<file path="src/rtl/wpg_pkg.sv">
// Shared definitions for the write permission gate.
// Assumes DEPTH is a multiple of 8*PAGE, so every region edge falls on a page boundary.
package wpg_pkg;

    typedef enum logic [2:0] {
        LOCK_NONE    = 3'd0,
        LOCK_QUARTER = 3'd1,
        LOCK_HALF    = 3'd2,
        LOCK_ALL     = 3'd3,
        LOCK_PG1     = 3'd4,
        LOCK_PG2     = 3'd5,
        LOCK_PG4     = 3'd6,
        LOCK_PG8     = 3'd7
    } lock_sel_e;

    // Lowest read-only address for a selector code. DEPTH means no region.
    function automatic int unsigned region_floor(input int unsigned code,
                                                 input int unsigned depth,
                                                 input int unsigned page);
        case (code)
            0:       return depth;
            1:       return depth - depth / 4;
            2:       return depth - depth / 2;
            3:       return 0;
            default: return depth - (page << (code - 4));
        endcase
    endfunction

endpackage

</file>
<file path="src/rtl/wpg_region.sv">
// Read-only region decode: flags an array address that lies inside the region
// chosen by the selector. Assumes the address is below DEPTH.
module wpg_region
    import wpg_pkg::*;
#(
    parameter int DEPTH  = 8192,
    parameter int PAGE   = 64,
    parameter int ADDR_W = $clog2(DEPTH)
) (
    input  logic [ADDR_W-1:0] addr,
    input  logic [2:0]        lock_sel,
    output logic              in_region
);

    localparam int CMP_W  = ADDR_W + 1;
    localparam int N_CODE = 8;

    logic [N_CODE-1:0] hit;

    // One comparator per selector code against its computed floor.
    for (genvar k = 0; k < N_CODE; k++) begin : g_code
        localparam int unsigned FLOOR = region_floor(k, DEPTH, PAGE);
        if (FLOOR == 0) begin : g_all
            assign hit[k] = 1'b1;
        end else begin : g_cmp
            localparam logic [CMP_W-1:0] FLOOR_V = CMP_W'(FLOOR);
            assign hit[k] = ({1'b0, addr} >= FLOOR_V);
        end
    end

    // Choose the comparator that belongs to the active selector.
    always_comb begin
        in_region = hit[lock_sel];
    end


    region_all_chk: assert final ((lock_sel != LOCK_ALL) || in_region);

endmodule

</file>
<file path="src/rtl/wpg_ctrl_lock.sv">
// Control-register permission: the write-enable latch must be set, and the
// pin plus its enable bit together lock the register. Purely combinational.
module wpg_ctrl_lock (
    input  logic wel,
    input  logic wp_pin,
    input  logic wpen,
    output logic ctrl_ok
);

    // Combine the latch requirement with the pin lock.
    always_comb begin
        ctrl_ok = wel && !(wp_pin && wpen);
    end

endmodule

</file>
<file path="src/rtl/wpg_tracker.sv">
// Decision register and in-progress tracker. Takes the combined permission,
// issues a one-cycle grant or deny, and holds busy from grant to completion.
// Assumes req_valid lasts one cycle per request. sys_rst never clears busy.
module wpg_tracker (
    input  logic clk,
    input  logic rst_n,
    input  logic req_valid,
    input  logic permit,
    input  logic sys_rst,
    input  logic nv_done,
    output logic grant,
    output logic deny,
    output logic busy
);

    // Register the decision and track the running write.
    always_ff @(posedge clk) begin
        if (!rst_n) begin
            grant <= 1'b0;
            deny  <= 1'b0;
            busy  <= 1'b0;
        end else begin
            grant <= 1'b0;
            deny  <= 1'b0;
            if (busy && nv_done) begin
                busy <= 1'b0;
            end
            if (req_valid) begin
                if (permit && !sys_rst && !busy) begin
                    grant <= 1'b1;
                    busy  <= 1'b1;
                end else begin
                    deny <= 1'b1;
                end
            end
        end
    end


    one_answer_chk: assert property (@(posedge clk) disable iff (!rst_n)
        !(grant && deny));


    answer_pulse_chk: assert property (@(posedge clk) disable iff (!rst_n)
        req_valid |=> (grant || deny));


    no_grant_in_reset_chk: assert property (@(posedge clk) disable iff (!rst_n)
        (req_valid && sys_rst) |=> !grant);


    busy_survives_chk: assert property (@(posedge clk) disable iff (!rst_n)
        (busy && !nv_done) |=> busy);


    busy_refuses_chk: assert property (@(posedge clk) disable iff (!rst_n)
        (busy && req_valid) |=> deny);


    idle_done_chk: assert property (@(posedge clk) disable iff (!rst_n)
        (!busy && !req_valid) |=> !busy);

endmodule

</file>
<file path="src/rtl/wpg_gate.sv">
// Nonvolatile write permission gate (top). Routes array requests through the
// region decode and control requests through the register lock, then hands
// the combined permission to the tracker.
module wpg_gate
    import wpg_pkg::*;
#(
    parameter int DEPTH  = 8192,
    parameter int PAGE   = 64,
    parameter int ADDR_W = $clog2(DEPTH)
) (
    input  logic              clk,
    input  logic              rst_n,
    input  logic              req_valid,
    input  logic              req_is_ctrl,
    input  logic [ADDR_W-1:0] req_addr,
    input  logic              wp_pin,
    input  logic              wpen,
    input  logic              wel,
    input  logic [2:0]        lock_sel,
    input  logic              sys_rst,
    input  logic              nv_done,
    output logic              grant,
    output logic              deny,
    output logic              busy
);

    logic in_region;
    logic ctrl_ok;
    logic permit;

    wpg_region #(.DEPTH(DEPTH), .PAGE(PAGE), .ADDR_W(ADDR_W)) region_i (
        .addr      (req_addr),
        .lock_sel  (lock_sel),
        .in_region (in_region)
    );

    wpg_ctrl_lock ctrl_i (
        .wel     (wel),
        .wp_pin  (wp_pin),
        .wpen    (wpen),
        .ctrl_ok (ctrl_ok)
    );

    // Select the permission rule that belongs to the request target.
    always_comb begin
        permit = req_is_ctrl ? ctrl_ok : !in_region;
    end

    wpg_tracker track_i (
        .clk       (clk),
        .rst_n     (rst_n),
        .req_valid (req_valid),
        .permit    (permit),
        .sys_rst   (sys_rst),
        .nv_done   (nv_done),
        .grant     (grant),
        .deny      (deny),
        .busy      (busy)
    );


    ctrl_needs_wel_chk: assert property (@(posedge clk) disable iff (!rst_n)
        (req_valid && req_is_ctrl && !wel) |=> !grant);


    ctrl_pin_lock_chk: assert property (@(posedge clk) disable iff (!rst_n)
        (req_valid && req_is_ctrl && wp_pin && wpen) |=> !grant);


    array_all_locked_chk: assert property (@(posedge clk) disable iff (!rst_n)
        (req_valid && !req_is_ctrl && lock_sel == LOCK_ALL) |=> !grant);

endmodule

</file>
<file path="config.mk">
export PLATFORM = sky130hd
export DESIGN_NAME = wpg_gate
export DESIGN_NICKNAME = d
export VERILOG_FILES = /design/src/rtl/wpg_pkg.sv /design/src/rtl/wpg_region.sv /design/src/rtl/wpg_ctrl_lock.sv /design/src/rtl/wpg_tracker.sv /design/src/rtl/wpg_gate.sv
export SDC_FILE = /design/constraint.sdc
export NUM_CORES = 1
export LEC_CHECK = 0
export BUFFER_PORTS_ARGS = -buffer_cell sky130_fd_sc_hd__buf_4
export CORE_AREA = 2 2 39 41
export DETAILED_ROUTE_END_ITERATION = 7
export DIE_AREA = 0 0 41 43
export SYNTH_ARGS = -nofsm -noshare
export SYNTH_HDL_FRONTEND = slang
export SYNTH_SLANG_ARGS = --single-unit
</file>
<file path="constraint.sdc">
create_clock -name clk -period 1.21 [get_ports clk]
set_input_delay 0 -clock clk [delete_from_list [all_inputs] [get_ports clk]]
set_output_delay 0 -clock clk [all_outputs]
set_load 0.02 [all_outputs]
</file>
### After elaboration in Yosys (flattened, before gate mapping)

Cells that the tools add are included.

| cells by class | value |
|---|---|
| order comparisons | 7 |
| multiplexer cells | 8 |
| reductions and logical operators | 10 |

Operators by type and width:

| operator | count |
|---|---|
| greater-or-equal comparator 13 bit, second input constant | 6 |
| two-way mux 1 bit | 7 |
| logical AND 1 bit | 5 |
| logical NOT 1 bit | 4 |
| < comparator 3 x 4 -> 1 bit, second input constant | 1 |
| binary-select mux 1 bit (select 3 bit) | 1 |
| AND reduction 2 bit | 1 |

| storage, ports and cells | value |
|---|---|
| flip-flop bits (word level) | 3 |
| input bits | 25 |
| output and inout bits | 3 |
| logic and storage cells | 28 |

### Longest topological paths before layout

Gate-level depths: netlist (run 1).

| depth | value |
|---|---|
| depth in word-level cells | 9 |
| depth in mapped cells | 4 |
| depth with buffers taken out | 4 |

### Hierarchy

Synthesis (run 1) repeated with hierarchy kept, for this count alone.

| second synthesis, totals | value |
|---|---|
| cell total of the unflattened synthesis | 21 |
| area total of the unflattened synthesis | 172.7 µm² |

Modules (own cells, without submodules):

| module | times used | cells each | area each (µm²) | seq. area each (µm²) |
|---|---|---|---|---|
| wpg_tracker | 1 | 10 | 105.1 | 60.1 |
| wpg_region | 1 | 8 | 47.5 | 0.0 |
| wpg_ctrl_lock | 1 | 1 | 11.3 | 0.0 |
| wpg_gate | 1 | 2 | 8.8 | 0.0 |

### Least setup slack after synthesis (run 1)

OpenSTA, ideal clock, no wires.

| path | value |
|---|---|
| kind | register to register |
| from | reg track_i.busy |
| to | reg track_i.deny |
| setup time | 0.114 ns |
| data arrival time | 0.848 ns |
| data required time | 1.096 ns |
| setup slack | 0.248 ns |
| cell stages (with the launch flop) | 4 |
| buffers on the path | 0 |
| period minus slack after synthesis | 0.962 ns |
| cell sequence | dfxtp_1 a211oi_4 o41ai_2 nor2b_1 |

| between the ends | value |
|---|---|
| word-level cells in the longest chain between the ends | 3 |

Ends and longest elaborated chain:

| item | line | text |
|---|---|---|
| from (decl) | wpg_tracker.sv:13 | `output logic busy` |
| from (signal assigned) | wpg_tracker.sv:21 | `busy <= 1'b0;` |
| from (signal assigned) | wpg_tracker.sv:26 | `busy <= 1'b0;` |
| from (signal assigned) | wpg_tracker.sv:31 | `busy <= 1'b1;` |
| logical NOT 1 bit | wpg_tracker.sv:29 | `if (permit && !sys_rst && !busy) begin` |
| logical AND 1 bit | wpg_tracker.sv:29 |  |
| two-way mux 1 bit | wpg_tracker.sv:29 |  |
| to (signal assigned) | wpg_tracker.sv:20 | `deny <= 1'b0;` |
| to (signal assigned) | wpg_tracker.sv:24 | `deny <= 1'b0;` |
| to (signal assigned) | wpg_tracker.sv:33 | `deny <= 1'b1;` |
| to (decl) | wpg_tracker.sv:12 | `output logic deny,` |

No other way between the ends.
A chain may end at the register's enable or synchronous reset.

### Worst setup path in the final report (run 1)

Same ends and word-level chain as after synthesis.

==> results.json, run 1 <==
{
  "hold_viol": 0,
  "p_leak_uw": 0.000188,
  "avgViaCountPerCell": 3.88,
  "fin_crit_sh": 0.771,
  "syn-num-nets": 43,
  "fin_ws_ns": 0.278,
  "grt_start_max_net_pins": 5,
  "tightest_slew_ns": 0.346,
  "syn_to_final_growth_pct": 120,
  "critPathCaptureType": "flop",
  "synth_compound_area_frac": 0.469,
  "register_area_um2": 60.1,
  "finalMaxSlewViolations": 0,
  "clock_path_buffers": 2,
  "port_buffers": 21,
  "netlist_instances": 18,
  "tns_ns": 0,
  "placementRows": 14,
  "fp.dieH_um": 43,
  "final_nets": 70,
  "finalWorstPathRequiredPeriod_ns": 0.932,
  "drt_first_iter_violations": 5,
  "grt_pass1_vias": 245,
  "wl_um": 504,
  "pre_cts_ws_ns": 0.260,
  "power_density_mw_per_mm2": 962,
  "rr_worst_depth": 3,
  "coreArea_mm2": 0.00138,
  "status": "finished, final reports clean",
  "cp_data_arrival_time_ns": 1.05,
  "max_freq_mhz": 1070,
  "multi_input_area_um2": 115,
  "routedWlPerCell_um": 8.40,
  "power_uw": 378,
  "grtUsageTotal": 0.0682,
  "cts_setup_buffers": 0,
  "clk_pin_slew_ns": 0.04,
  "synth_mux_area_frac": 0,
  "synthAdderAreaFrac": 0,
  "chipWidth_um": 41,
  "hold_ws_ns": 0.0376,
  "antenna_found_initial": 0,
  "irDropWorstVdd_mv": 0.229,
  "cp_max_fo": 3,
  "synth_top_family_by_area": "compound AO/OA/AOI/OAI gates",
  "drc": 0,
  "die_area_mm2": 0.00176,
  "critPathLaunchType": "flop",
  "yosysSeqAreaShare": 0.336,
  "drv_cap": 0,
  "crit_type": "flop to flop",
  "clock_insertion_delay_worst_skew_ns": 0.23,
  "synth_area_um2": 179,
  "clockRootBuffer": "clkbuf_4",
  "initial_core_util": 0.129,
  "synthSimpleGateAreaFrac": 0.175,
  "synth_xor_xnor_area_share": 0,
  "antenna_left": 0,
  "whs_path_depth": 4,
  "post_cts_resized": 0,
  "gp_congestion": 0.538,
  "post_synth_num_cell_types": 15,
  "required_ns": 1.33,
  "n_fill_cell": 155,
  "vias": 233,
  "cts_hold_buf": 1,
  "drive_above_1_share": 0.636,
  "grt_pass1_wl_um": 828,
  "antennaDiodeCount": 0,
  "setup_violations": 0,
  "synth_warnings": 0,
  "pin_count": 28,
  "hp-class": "primary input to flop",
  "cts_tree": "built",
  "firstDrtPassIters": 4,
  "h-tree-depth": 1,
  "skew_ns": 0.00780,
  "clock_sinks": 3,
  "synth_seq_cells": 3,
  "grt_overflow_total": 0,
  "synth_area_per_cell_um2": 9.94,
  "cts_inserted_buffers": 3,
  "relSlewSlack": 0.767,
  "rsz0062_at_grt": "no"
}
[area by class of cell]
cell class | instances | share of cell area
multi-input combinational | 14 | 0.293
inverter | 1 | 0.00955
timing repair buffer | 22 | 0.427
sequential | 3 | 0.153
tap | 16 | 0.0510
clock buffer | 4 | 0.0669
[worst max-delay path: stages, from the launching register on]
cell and delay, ns:
dfxtp_1 0.34, a211oi_4 0.21, o41ai_2 0.12, nor2b_1 0.14
[placed cells by master (no fill, tap or decap)]
cell type | synthesis | final
a22oi_1 | 1 | 1
dlygate4sd3_1 | 0 | 1
nor2b_1 | 1 | 1
a21bo_2 | 1 | 1
or2b_1 | 1 | 1
a21o_2 | 1 | 1
inv_1 | 1 | 1
nand2b_1 | 1 | 1
clkbuf_4 | 0 | 3
a31oi_1 | 1 | 1
clkbuf_1 | 0 | 1
o41ai_2 | 1 | 1
dfxtp_1 | 3 | 3
nor2_1 | 1 | 1
nand2_1 | 2 | 2
o22ai_1 | 1 | 1
a41oi_1 | 1 | 1
a211oi_4 | 1 | 1
buf_4 | 0 | 21
[path summary, 6_finish.rpt]
check,start,to,slack (ns)
min,sys_rst,track_i.grant,0.04
max reg2reg,track_i.busy,track_i.deny,0.28
max,track_i.busy,track_i.deny,0.28
min reg2reg,track_i.busy,track_i.busy,0.53
[where the power goes]
| part | internal, uW | switching, uW | total, uW | leakage [uW] |
|---|---|---|---|---|
| registers | 104 | 3.19 | 108 | 0.0000246 |
| clock network | 124 | 50.8 | 174 | 0.0000150 |
| logic | 62.7 | 33.4 | 96.1 | 0.000148 |
| total | 291 | 87.4 | 378 | 0.000188 |
[metal layers]
metal	track usage	up-vias	wire length [um]
li1	-	120	-
met1	0.0833	100	196
met2	0.103	13	247
met3	0	0	60
met4	0.0600	0	0
met5	0	-	0
[kinds of logic (layout without fill, tap and decap cells)]
| logic type | after synthesis | count (layout) |
|---|---|---|
| buffers and inverters | 1 | 27 |
| AND/OR/NAND/NOR | 6 | 6 |
| flip-flops | 3 | 3 |
| AO/OA/AOI/OAI | 8 | 8 |
[cell usage after synthesis]
| master | instances | area (um^2) |
|---|---|---|
| nand2b_1 | 1 | 6.26 |
| nor2b_1 | 1 | 6.26 |
| a22oi_1 | 1 | 7.51 |
| a21bo_2 | 1 | 10.0 |
| o22ai_1 | 1 | 6.26 |
| o41ai_2 | 1 | 16.3 |
| a211oi_4 | 1 | 20.0 |
| nor2_1 | 1 | 3.75 |
| dfxtp_1 | 3 | 60.1 |
| nand2_1 | 2 | 7.51 |
| or2b_1 | 1 | 7.51 |
| a21o_2 | 1 | 8.76 |
| a31oi_1 | 1 | 6.26 |
| inv_1 | 1 | 3.75 |
| a41oi_1 | 1 | 8.76 |
[flip-flops by register name, indices dropped and copies added, names as in the netlist]
signal         count
track_i.busy       1
track_i.deny       1
track_i.grant      1
[stage by stage]
stage / std cells / util / cell area [um^2]
after floorplan: 18 / - / 179
after global placement: 55 / 0.258 / 357
after detailed placement: 55 / 0.258 / 357
after CTS: 60 / 0.284 / 393
after global routing: 60 / 0.284 / 393
final: 60 / 0.284 / 393
Note: power is estimated with default switching activity, not from simulation.
==> inputs of run 2 (changes only) <==
--- a/config.mk
+++ b/config.mk
@@ -5,6 +5,7 @@
 export SDC_FILE = /design/constraint.sdc
 export NUM_CORES = 1
 export LEC_CHECK = 0
+export ABC_AREA = 1
 export BUFFER_PORTS_ARGS = -buffer_cell sky130_fd_sc_hd__buf_4
 export CORE_AREA = 2 2 39 41
 export DETAILED_ROUTE_END_ITERATION = 7
==> constraint.sdc (replaced) <==
create_clock -name clk -period 0.8 [get_ports clk]
set_input_delay 0 -clock clk [delete_from_list [all_inputs] [get_ports clk]]
set_output_delay 0 -clock clk [all_outputs]
set_load 0.02 [all_outputs]
==> run 2 against run 1 <==
Net effect:
- clock skew down 0.0042 ns
- die area unchanged
- sequential power up 52%
- fmax up 23%
- non-clock buffer count unchanged
- critical path type unchanged
==> results.json, run 2 <==
{
  "cts_setup_buffers": 0,
  "h-tree-depth": 1,
  "critPathCaptureType": "flop",
  "tightest_slew_ns": 0.175,
  "yosysSeqAreaShare": 0.274,
  "chipWidth_um": 41,
  "grt_pass1_wl_um": 924,
  "path_buf_inv": 0,
  "fin_crit_sh": 0.951,
  "setup_violations": 0,
  "port_buffers": 21,
  "drive_above_1_share": 0.544,
  "clockRootBuffer": "clkbuf_4",
  "cp_max_fo": 3,
  "synth_top_area_frac": 0.274,
  "final_cell_mix": "21 x buf_4, 14 x nand2_1, 5 x inv_1",
  "synth_area_leader_cell": "dfxtp_1",
  "drt_first_iter_violations": 4,
  "synth_seq_cells": 3,
  "synth_area_um2": 219,
  "antenna_found_initial": 0,
  "pin_count": 28,
  "antennaDiodeCount": 0,
  "fp.dieH_um": 43,
  "clock_insertion_delay_worst_skew_ns": 0.24,
  "synthArstFlopShare": 0,
  "avgViaCountPerCell": 3.78,
  "syn_to_final_growth_pct": 98.3,
  "grtUsageTotal": 0.0861,
  "required_ns": 0.97,
  "multi_input_area_um2": 140,
  "grt_overflow_total": 0,
  "whs_path_depth": 3,
  "wl_um": 536,
  "initial_core_util": 0.158,
  "utilization": 0.314,
  "power_density_mw_per_mm2": 1350,
  "syn-num-nets": 56,
  "die_area_mm2": 0.00176,
  "n_fill_cell": 150,
  "cp.depth": 3,
  "synth_area_leaders": "dfxtp_1 27%, nand2_1 24%, nand3_2 9.1%",
  "irDropWorstVdd_mv": 0.237,
  "routedWlPerCell_um": 7.34,
  "final_common_cell": "buf_4",
  "crit_type": "flop to flop",
  "gp_congestion": 0.600,
  "p_leak_uw": 0.000241,
  "path_cells": "nor3_4 -> nand3_2 -> nand2_1",
  "synth_compound_area_frac": 0.166,
  "synth_mux_area_frac": 0,
  "grt_start_max_net_pins": 4,
  "synth_common_cells": "14 x nand2_1, 5 x inv_1, 3 x dfxtp_1",
  "final_nets": 83,
  "post_cts_resized": 0,
  "clk_pin_slew_ns": 0.03,
  "drv_cap": 0,
  "ys.flop_type": "dfxtp_1",
  "rr_worst_depth": 3,
  "antenna_left": 0,
  "placementRows": 14,
  "relSlewSlack": 0.883,
  "vias": 276,
  "clock_sinks": 3,
  "skew_ns": 0.00359,
  "cts_inserted_buffers": 3,
  "synth_warnings": 0,
  "register_area_um2": 61.3,
  "grt_pass1_vias": 251,
  "status": "finished, final reports clean",
  "hp-class": "primary input to flop",
  "post_synth_num_cell_types": 9,
  "synth_area_per_cell_um2": 7.06,
  "reg_top3": "track_i.busy: 1 flops, track_i.deny: 1 flops, track_i.grant: 1 flops",
  "yosysMostFrequentCell": "nand2_1",
  "firstDrtPassIters": 4,
  "coreArea_mm2": 0.00138,
  "critPathLaunchType": "flop",
  "power_uw": 588,
  "cp_data_arrival_time_ns": 0.93,
  "cpMaxStageDelayCell": "dfxtp_2",
  "hold_viol": 0,
  "synth_top_family_by_area": "simple AND/OR/NAND/NOR gates",
  "clock_path_buffers": 2,
  "synthAdderAreaFrac": 0,
  "synth_xor_xnor_area_share": 0,
  "drc": 0,
  "finalWorstPathRequiredPeriod_ns": 0.761,
  "max_freq_mhz": 1310,
  "rsz0062_at_grt": "yes",
  "synthSimpleGateAreaFrac": 0.474,
  "slowest_delay_ns": 0.33,
  "finalMaxSlewViolations": 0,
  "netlist_instances": 31,
  "cts_tree": "built",
  "crit_family": "simple AND/OR/NAND/NOR gates",
  "synth_edf_count": 0
}
## run 2: path summary, 6_finish.rpt
kind	endpoint	slack, ns	startpoint
setup / recovery	track_i.busy	0.04	track_i.busy
hold / removal	track_i.busy	0.01	nv_done
hold reg to reg	track_i.busy	0.50	track_i.busy
setup reg to reg	track_i.busy	0.04	track_i.busy
## run 2: final cells by class
| cell class | instances | area share |
|---|---|---|
| Clock buffer | 4 | 0.0605 |
| Tap cell | 16 | 0.0461 |
| Inverter | 5 | 0.0432 |
| Multi-Input combinational cell | 23 | 0.323 |
| Sequential cell | 3 | 0.141 |
| Timing Repair Buffer | 22 | 0.386 |
## run 2: what timing repair did
| action | in CTS | in global routing |
|---|---|---|
| endpoints found under the setup margin | 0 | 2 |
| hold buffers | 1 | 0 |
| hold endpoints to repair | 1 | 0 |
## run 2: cells by family after synthesis
logic type | Yosys count
AO/OA/AOI/OAI | 3
AND/OR/NAND/NOR | 20
flip-flops | 3
buffers and inverters | 5
## run 2: metal layers
layer / global-route usage / up-vias / part of all wire
li1: - / 147 / -
met1: 0.0796 / 116 / 0.33
met2: 0.125 / 13 / 0.57
met3: 0.0314 / 0 / 0.10
met4: 0.100 / 0 / 0
met5: 0 / - / 0
## run 2: metrics by stage
step	setup slack, ns	area, um^2	std cells	TNS [ns]	hold slack (ns)
after floorplan	0.0411	220	31	0	0.139
after global placement	0.0476	398	68	0	0.241
after detailed placement	0.0386	398	68	0	0.240
after CTS	0.0312	434	73	0	0.00734
after global routing	-0.0441	434	73	-0.0499	0.0265
final	0.0392	434	73	0	0.0114
## run 2: power breakdown
part           switching, uW  total [uW]  internal, uW
registers               5.03         164           159
logic                   60.2         155          94.7
clock network           82.2         269           187
total                    147         588           440
## run 2: tightest hold or removal path, delay by kind of cell
kind                   cells  cell delay, ns
buffers and inverters      1            0.07
AND/OR/NAND/NOR            2            0.12
==> inputs of run 3 (changes only) <==
--- a/config.mk
+++ b/config.mk
@@ -5,7 +5,6 @@
 export SDC_FILE = /design/constraint.sdc
 export NUM_CORES = 1
 export LEC_CHECK = 0
-export ABC_AREA = 1
 export BUFFER_PORTS_ARGS = -buffer_cell sky130_fd_sc_hd__buf_4
 export CORE_AREA = 2 2 39 41
 export DETAILED_ROUTE_END_ITERATION = 7
==> run 3 against run 2 <==
Net effect:
- the run now ends with negative setup slack left
- non-clock buffer count grew 1
- via count shrank 14%
- die area is the same
- hold slack gained 0.027 ns
- core utilization shrank 1.9 points
- register-to-register slack lost 0.10 ns
- final area shrank 6.1%
- sequential power is essentially flat
- total power shrank 3.1%
- clock skew shrank 0.0034 ns
- global-route usage shrank 1.5 points
- flip-flop and latch count is the same
- critical endpoint is now track_i.deny
- largest cell class unchanged
- largest power group unchanged
==> results.json, run 3 (synthesis results as in run 1) <==
{
  "fin_ws_ns": -0.0619,
  "required_ns": 0.92,
  "tightest_slew_ns": 0.328,
  "clockRootBuffer": "clkbuf_4",
  "drive_above_1_share": 0.667,
  "whs_path_depth": 3,
  "timing.rr.end": "track_i.deny",
  "clock_insertion_delay_worst_skew_ns": 0.23,
  "hold_path_end": "track_i.busy",
  "grt_overflow_total": 0,
  "initial_core_util": 0.129,
  "final_common_cell": "buf_4",
  "irDropWorstVdd_mv": 0.359,
  "avgViaCountPerCell": 3.90,
  "vias": 238,
  "antenna_found_initial": 0,
  "wl_um": 502,
  "cts_setup_buffers": 0,
  "cpMaxStageDelayCell": "dfxtp_4",
  "setup_violations": 3,
  "p_leak_uw": 0.000194,
  "antenna_left": 0,
  "path_cells": "a211oi_4 -> o41ai_2 -> nor2b_1",
  "hp-start": "rst_n",
  "antennaDiodeCount": 0,
  "final_nets": 71,
  "drv_cap": 0,
  "grt_start_max_net_pins": 5,
  "rr_startpoint": "track_i.busy",
  "cts_inserted_buffers": 3,
  "grt_pass1_wl_um": 828,
  "clock_sinks": 3,
  "cp_data_arrival_time_ns": 0.98,
  "fp.dieH_um": 43,
  "cp_max_fo": 3,
  "power_density_mw_per_mm2": 1400,
  "max_freq_mhz": 1160,
  "grtUsageTotal": 0.0714,
  "placementRows": 14,
  "clock_path_buffers": 2,
  "finalWorstPathRequiredPeriod_ns": 0.862,
  "die_area_mm2": 0.00176,
  "syn_to_final_growth_pct": 128,
  "place_inst": 56,
  "coreArea_mm2": 0.00138,
  "violations": "negative setup slack",
  "fin_crit_sh": 1.08,
  "drt_first_iter_violations": 3,
  "firstDrtPassIters": 3,
  "stdcell_count": 61,
  "finalMaxSlewViolations": 0,
  "grt_pass1_vias": 267,
  "hold_viol": 0,
  "critPathLaunchType": "flop",
  "cts_tree": "built",
  "pre_cts_ws_ns": -0.148,
  "pin_count": 28,
  "status": "complete, but fails checks",
  "drc": 0,
  "port_buffers": 21,
  "chipWidth_um": 41,
  "routedWlPerCell_um": 8.23,
  "slowest_delay_ns": 0.34,
  "critPathCaptureType": "flop",
  "reg2reg_slack_ns": -0.06,
  "relSlewSlack": 0.779,
  "gp_congestion": 0.634,
  "hp-class": "primary input to flop",
  "final_cell_mix": "21 x buf_4, 3 x clkbuf_4, 2 x nand2_1, 2 x dfxtp_1",
  "clk_pin_slew_ns": 0.04,
  "rsz0062_at_grt": "yes",
  "h-tree-depth": 1,
  "rr_worst_depth": 3,
  "skew_ns": 0.000186,
  "crit_type": "flop to flop",
  "reg_top3": "track_i.busy: 1 flops, track_i.deny: 1 flops, track_i.grant: 1 flops"
}
run 3: per-stage QoR:
| stage | util | power [uW] | TNS (ns) | instance area [um^2] | hold WS, ns |
|---|---|---|---|---|---|
| after floorplan | - | 216 | -0.0837 | 183 | 0.0839 |
| after global placement | 0.266 | 311 | -0.293 | 368 | 0.178 |
| after detailed placement | 0.266 | 311 | -0.347 | 368 | 0.187 |
| after CTS | 0.295 | 588 | -0.184 | 408 | 0.0334 |
| after global routing | 0.295 | 618 | -0.356 | 408 | 0.0507 |
| final | 0.295 | 570 | -0.141 | 408 | 0.0387 |
run 3: power breakdown:
group | switching [uW] | total [uW] | internal (uW)
clock | 71.3 | 258 | 186
combinational | 51.4 | 151 | 99.9
sequential | 3.99 | 161 | 157
run 3: final cells by class:
type	instances	area, um^2
clock buffer	4	26.3
fill	163	976
inverter	1	3.75
multi-input combinational	14	115
sequential	3	63.8
tap	16	20.0
timing repair buffer	23	179
run 3: per-layer routing:
layer,routed length [um],track usage,vias to the layer above
met5,0,0,-
met4,0,0.0800,0
met3,86,0.0105,0
met2,236,0.113,15
met1,179,0.0677,102
li1,-,-,121
run 3: what timing repair did:
action	CTS	global route
endpoints found under the hold margin	1	0
setup endpoints to repair	3	4
hold buffers	1	0
pin swaps	1	0
gates resized for setup	1	0
run 3: critical path, delay by kind of cell, from the launching register on:
family,cells,cell delay [ns]
and+or+nand+nor,1,0.14
DFF,1,0.34
AOI/OAI and AO/OA,2,0.28
run 3: worst max-delay path by stage:
stage               slack [ns]            to  cells past startpoint         start
floorplan                -0.06  track_i.deny                      3  track_i.busy
global placement         -0.14  track_i.deny                      5        wp_pin
detailed placement       -0.15  track_i.deny                      5        wp_pin
CTS                      -0.08  track_i.deny                      3  track_i.busy
global route             -0.14  track_i.busy                      3  track_i.busy
finish                   -0.06  track_i.deny                      3  track_i.busy
